[src/rtl/evlog_pkg.sv]
package evlog_pkg;

    localparam int unsigned KIND_W    = 3;
    localparam int unsigned PAYLOAD_W = 8;
    localparam int unsigned WORD_W    = 16;
    localparam int unsigned PAD_W     = WORD_W - KIND_W - PAYLOAD_W;

    typedef enum logic [KIND_W-1:0] {
        EVK_TRACE   = 3'd0,
        EVK_BEGIN   = 3'd1,
        EVK_END     = 3'd2,
        EVK_ADDR_WR = 3'd3,
        EVK_ADDR_RD = 3'd4,
        EVK_BYTE    = 3'd5
    } ev_kind_e;

    localparam logic [WORD_W-1:0] EMPTY_WORD = '1;

    function automatic logic [WORD_W-1:0] pack_word(
        input logic [KIND_W-1:0]    kind,
        input logic [PAYLOAD_W-1:0] payload
    );
        return {{PAD_W{1'b0}}, kind, payload};
    endfunction

endpackage

[src/rtl/evlog_admit.sv]
module evlog_admit
    import evlog_pkg::*;
(
    input  logic              ev_valid,
    input  logic [KIND_W-1:0] ev_kind,
    input  logic              debug_en,
    output logic              accept
);
    logic is_trace;

    always_comb begin
        is_trace = (ev_kind == EVK_TRACE);
        accept   = ev_valid && (!is_trace || debug_en);
    end
endmodule

[src/rtl/evlog_ctrl.sv]
module evlog_ctrl #(
    parameter int unsigned DEPTH = 64,
    parameter int unsigned AW    = $clog2(DEPTH)
) (
    input  logic          clk,
    input  logic          rst_n,
    input  logic          accept,
    input  logic          pop_req,
    input  logic          loss_clr,
    output logic          wr_en,
    output logic [AW-1:0] wr_addr,
    output logic [AW-1:0] rd_addr,
    output logic          pop_hit,
    output logic [AW-1:0] level,
    output logic          loss
);
    typedef struct packed {
        logic [AW-1:0] wr;
        logic [AW-1:0] rd;
        logic          loss;
    } ctrl_t;

    ctrl_t state_d, state_q;
    logic  empty_c, full_c, evict_c;

    always_comb begin
        state_d = state_q;
        empty_c = (state_q.wr == state_q.rd);
        full_c  = (AW'(state_q.wr + 1'b1) == state_q.rd);
        pop_hit = pop_req && !empty_c;
        evict_c = accept && full_c && !pop_hit;

        if (accept) begin
            state_d.wr = state_q.wr + 1'b1;
        end
        if (pop_hit || evict_c) begin
            state_d.rd = state_q.rd + 1'b1;
        end
        if (evict_c) begin
            state_d.loss = 1'b1;
        end else if (loss_clr) begin
            state_d.loss = 1'b0;
        end

        wr_en   = accept;
        wr_addr = state_q.wr;
        rd_addr = state_q.rd;
        level   = state_q.wr - state_q.rd;
        loss    = state_q.loss;
    end

    always_ff @(posedge clk) begin
        if (!rst_n) begin
            state_q <= '0;
        end else begin
            state_q <= state_d;
        end
    end
endmodule

[src/rtl/evlog_store.sv]
module evlog_store #(
    parameter int unsigned DEPTH = 64,
    parameter int unsigned WIDTH = 16,
    parameter int unsigned AW    = $clog2(DEPTH)
) (
    input  logic             clk,
    input  logic             we,
    input  logic [AW-1:0]    waddr,
    input  logic [WIDTH-1:0] wdata,
    input  logic [AW-1:0]    raddr,
    output logic [WIDTH-1:0] rdata
);
    logic [WIDTH-1:0] mem_q [DEPTH];

    always_ff @(posedge clk) begin
        if (we) begin
            mem_q[waddr] <= wdata;
        end
    end

    always_comb begin
        rdata = mem_q[raddr];
    end
endmodule

[src/rtl/evlog_queue.sv]
module evlog_queue
    import evlog_pkg::*;
#(
    parameter int unsigned DEPTH = 64,
    parameter int unsigned AW    = $clog2(DEPTH)
) (
    input  logic                 clk,
    input  logic                 rst_n,
    input  logic                 ev_valid,
    input  logic [KIND_W-1:0]    ev_kind,
    input  logic [PAYLOAD_W-1:0] ev_payload,
    input  logic                 debug_en,
    input  logic                 pop_req,
    output logic [WORD_W-1:0]    pop_word,
    output logic [AW-1:0]        level,
    output logic                 loss,
    input  logic                 loss_clr
);
    logic              accept;
    logic              wr_en;
    logic [AW-1:0]     wr_addr;
    logic [AW-1:0]     rd_addr;
    logic              pop_hit;
    logic [WORD_W-1:0] wr_word;
    logic [WORD_W-1:0] rd_word;
    logic [WORD_W-1:0] out_d, out_q;

    evlog_admit u_admit (
        .ev_valid (ev_valid),
        .ev_kind  (ev_kind),
        .debug_en (debug_en),
        .accept   (accept)
    );

    evlog_ctrl #(.DEPTH(DEPTH), .AW(AW)) u_ctrl (
        .clk      (clk),
        .rst_n    (rst_n),
        .accept   (accept),
        .pop_req  (pop_req),
        .loss_clr (loss_clr),
        .wr_en    (wr_en),
        .wr_addr  (wr_addr),
        .rd_addr  (rd_addr),
        .pop_hit  (pop_hit),
        .level    (level),
        .loss     (loss)
    );

    evlog_store #(.DEPTH(DEPTH), .WIDTH(WORD_W), .AW(AW)) u_store (
        .clk   (clk),
        .we    (wr_en),
        .waddr (wr_addr),
        .wdata (wr_word),
        .raddr (rd_addr),
        .rdata (rd_word)
    );

    always_comb begin
        wr_word = pack_word(ev_kind, ev_payload);
        out_d   = out_q;
        if (pop_req) begin
            out_d = pop_hit ? rd_word : EMPTY_WORD;
        end
        pop_word = out_q;
    end

    always_ff @(posedge clk) begin
        if (!rst_n) begin
            out_q <= EMPTY_WORD;
        end else begin
            out_q <= out_d;
        end
    end
endmodule

[config.mk]
export PLATFORM = sky130hd
export DESIGN_NAME = evlog_queue
export DESIGN_NICKNAME = d
export VERILOG_FILES = /design/src/rtl/evlog_pkg.sv /design/src/rtl/evlog_admit.sv /design/src/rtl/evlog_ctrl.sv /design/src/rtl/evlog_store.sv /design/src/rtl/evlog_queue.sv
export SDC_FILE = /design/constraint.sdc
export NUM_CORES = 1
export LEC_CHECK = 0
export ABC_AREA = 1
export BUFFER_PORTS_ARGS = -buffer_cell sky130_fd_sc_hd__buf_2
export CORE_MARGIN = 2
export CORE_UTILIZATION = 59
export CTS_BUF_LIST = sky130_fd_sc_hd__clkbuf_4 sky130_fd_sc_hd__clkbuf_8
export DETAILED_ROUTE_END_ITERATION = 8
export PLACE_DENSITY_LB_ADDON = 0.15
export SYNTH_ARGS = -nofsm -noshare
export SYNTH_HDL_FRONTEND = slang
export SYNTH_SLANG_ARGS = --single-unit
export TNS_END_PERCENT = 10
[constraint.sdc]
create_clock -name clk -period 1.89 [get_ports clk]
set_input_delay 0.378 -clock clk [delete_from_list [all_inputs] [get_ports clk]]
set_output_delay 0.378 -clock clk [all_outputs]
set_load 0.02 [all_outputs]
==> impl_metrics.json <==
{
  "routedWlPerCell_um": 24.6,
  "combPwrFrac": 0.203,
  "synth_area_per_cell_um2": 11.5,
  "drt-pass1-iter-count": 6,
  "cellLeakagePower_nw": 13.5,
  "clkSlewWorstSetupHoldPaths_ns": 0.07,
  "post-synth-top-count-cell": "nand2_1",
  "worst_relative_slew_slack": 0.317,
  "drive_gt1_frac": 0.263,
  "dieWidth_um": 230,
  "synth_enable_flop_cells": 704,
  "startpoint_type": "register",
  "mappedNetlistNets": 2647,
  "holdPathStages": 2,
  "synth.cells.most_frequent": "nand2_1, edfxtp_1, nand3_1",
  "fin_worst_hold_slack_ns": 0.0587,
  "vias": 21816,
  "grt_first_pass_wirelength_um": 121000,
  "min_period_over_period": 1.37,
  "ir_worst_vdd_mv": 0.978,
  "timing.max_cap.violations": 0,
  "clock-skew-final_ns": 0.0248,
  "drc": 0,
  "clock-root-buffer": "clkbuf_8",
  "crit-reg2reg-capture": "pop_word[0]",
  "switching_share": 0.283,
  "grt_remaining_overflow": 0,
  "outcome": "complete, but fails checks",
  "synth_cell_type_count": 29,
  "synth.top_cell.area_share": 0.702,
  "ys_warn_count": 0,
  "cp-end-kind": "output pin",
  "syn_inst": 2622,
  "area_delta_synth_final_pct": 22.9,
  "final-instance-count-excl-fill": 3572,
  "cp-startpoint": "u_ctrl.rd_addr[1]",
  "cts.htree.levels": 3,
  "final_core_area_utilization": 0.736,
  "gpl.final_weighted_congestion": 0.925,
  "cp_data_arrival_time_ns": 2.22,
  "power_report.internal_total_mw": 28.1,
  "grt_max_degree": 67,
  "tritoncts.num_buffers": 113,
  "yosys_most_used_dff": "edfxtp_1",
  "finalNetCount": 2838,
  "antenna_left": 0,
  "setup.worst_path.end": "level[5]",
  "synthTopCellsByArea": "edfxtp_1, nand2_1, nand3_1, dfxtp_1, buf_2",
  "vias_per_cell": 6.11,
  "hp-class": "in2reg",
  "asyncSetResetFlopFracSynth": 0,
  "hold_path.startpoint": "rst_n",
  "unrepaired_setup_endpoints_after_global_routing": "yes",
  "core.rowCount": 82,
  "final.min_clock_period_ns": 2.60,
  "totalPowerFinal_mw": 39.2,
  "tightest_slew_ns": 1.02,
  "cts_tree": "yes",
  "initial_utilization": 0.599,
  "fin_ws_ns": -0.706,
  "clock-sinks": 735,
  "max-clock-path-buffers": 3,
  "count_of_state_elements_after_synthesis": 735,
  "floorplan.core_area_um2": 50300,
  "placement.io_buffers": 39,
  "worst-r2r-setup-slack_ns": -0.21,
  "groute.usage.overall": 0.309,
  "total_inserted_antenna_cells": 0,
  "number_of_cells_on_the_worst_reg_to_reg_path": 14,
  "synth_area_um2": 30100,
  "die-area_um2": 52800,
  "final-max-slew-violation-count": 0,
  "antenna_found_initial": 1,
  "io_pins": 40,
  "violations_in_the_final_reports": "negative setup slack",
  "timing.final.hold_violations": 0,
  "final.fill_count": 3228,
  "dp_hpwl_um": 48700,
  "netSwitchingPower_mw": 11.1,
  "worstPathMaxFanout": 2,
  "synth_top_area_cell": "edfxtp_1",
  "dr_iter_0_viols": 2932,
  "power.density_nw_per_um2": 1060,
  "numPlacedInstances": 3309,
  "finalSetupViolations": 20,
  "clkPwrFrac": 0.335,
  "achievable-frequency_mhz": 385,
  "grt_pass1_vias": 20271,
  "die-height_um": 230,
  "postRouteWirelength_um": 87800,
  "crit_required_ns": 1.51,
  "synth_sequential_area_ratio": 0.723,
  "seqPwrFrac": 0.461,
  "insertion_delay_ns": 0.70,
  "worstSetupPathType": "reg2out"
}
-- power by group through the flow --
stage	logic, mW	clock network, mW	registers (mW)
final	7.97	13.1	18.1
after global routing	8.47	13.9	18.1
after CTS	6.07	13.2	18.1
after detailed placement	5.89	0	18.4
after global placement	5.78	0	18.4
after floorplan	3.55	0	18.4
-- worst min-delay path by stage --
stage | to
global route | pop_word[4]
detailed placement | u_ctrl.loss
finish | pop_word[5]
global placement | u_ctrl.loss
CTS | pop_word[10]
floorplan | u_store.mem_q[0][0]
-- metrics by stage --
step	TNS, ns	setup slack, ns	instance area, um^2
final	-4.87	-0.706	37000
after global routing	-7.84	-0.823	37000
after CTS	-6.36	-0.707	34600
after detailed placement	-338.73	-0.667	32000
after global placement	-297.22	-0.581	32000
after floorplan	-5.77	-0.0269	30100
-- cell type report --
| cell class | instances | area (um^2) | share of cell area |
|---|---|---|---|
| sequential | 735 | 21800 | 0.589 |
| multi-input combinational | 1698 | 9060 | 0.245 |
| timing repair buffer | 240 | 2970 | 0.0803 |
| clock buffer | 149 | 1840 | 0.0497 |
| tap | 672 | 841 | 0.0227 |
| clock inverter | 53 | 384 | 0.0104 |
| inverter | 25 | 118 | 0.00318 |
-- cell families (layout without fill, tap and decap cells) --
logic type | count (synthesis) | count (layout) | synth area share
AOI/OAI and AO/OA | 30 | 30 | 0.00503
and+or+nand+nor | 1646 | 1646 | 0.233
adders and majority gates | 8 | 8 | 0.00358
DFF | 735 | 735 | 0.723
buffers and inverters | 189 | 467 | 0.0307
xor gates and xnor gates | 14 | 14 | 0.00432
-- routing by layer --
metal / GRT usage / wire length (um)
met4: 0.120 / 3820
met5: 0 / 11
met3: 0.0553 / 9760
met2: 0.481 / 40800
met1: 0.440 / 33400
-- layout by cell type (no fill, tap or decap), types with 3 or more instances in the layout --
| cell type | Yosys | routed |
|---|---|---|
| nand2_2 | 3 | 75 |
| nand2_1 | 919 | 829 |
| a21oi_2 | 0 | 6 |
| nand2_4 | 0 | 18 |
| dfxtp_4 | 0 | 4 |
| xor2_1 | 9 | 6 |
| buf_8 | 0 | 8 |
| nand4_1 | 5 | 5 |
| nor2_2 | 2 | 17 |
| buf_12 | 0 | 47 |
| inv_6 | 0 | 3 |
| clkbuf_8 | 0 | 115 |
| clkinv_1 | 2 | 34 |
| nand3_2 | 0 | 134 |
| edfxtp_1 | 704 | 704 |
| nand3_1 | 624 | 480 |
| or2_2 | 11 | 11 |
| buf_2 | 93 | 33 |
| inv_2 | 5 | 7 |
| xor2_2 | 0 | 3 |
| dfxtp_1 | 31 | 22 |
| xnor2_2 | 1 | 4 |
| nand3_4 | 0 | 10 |
| a21oi_1 | 20 | 14 |
| buf_16 | 0 | 9 |
| bufinv_16 | 0 | 6 |
| dfxtp_2 | 0 | 5 |
| buf_4 | 24 | 100 |
| nor2_1 | 77 | 14 |
| buf_6 | 1 | 23 |
| ha_4 | 0 | 5 |
| nor2_4 | 0 | 48 |
| o21ai_0 | 9 | 6 |
| clkinv_2 | 0 | 12 |
| clkbuf_16 | 0 | 19 |
| clkbuf_4 | 0 | 34 |
| inv_1 | 18 | 12 |
-- what timing repair did --
action | in CTS | in global routing
hold buffers | 1 | 0
endpoints found under the setup margin | 636 | 567
buffers inserted | 4 | 28
pin swaps | 9 | 119
resized for setup | 120 | 337
gates cloned | 0 | 29
endpoints found under the hold margin | 1 | 0
-- registers in the layout, summed over array words and instances (netlist names), named ones only --
name	cells
u_ctrl.wr_addr	6
u_ctrl.rd_addr	6
u_store.mem_q	704
u_ctrl.loss	1
pop_word	12
-- worst max-delay path: stages (launching register included) --
cell and delay, ns:
dfxtp_2 0.33, inv_1 0.09, ha_4 0.30, nand2_2 0.06, o21ai_2 0.17, a21oi_2 0.07
nor2_1 0.13, nor2_2 0.06, xnor2_2 0.15, buf_4 0.17
(Power assumes the default switching activity.)
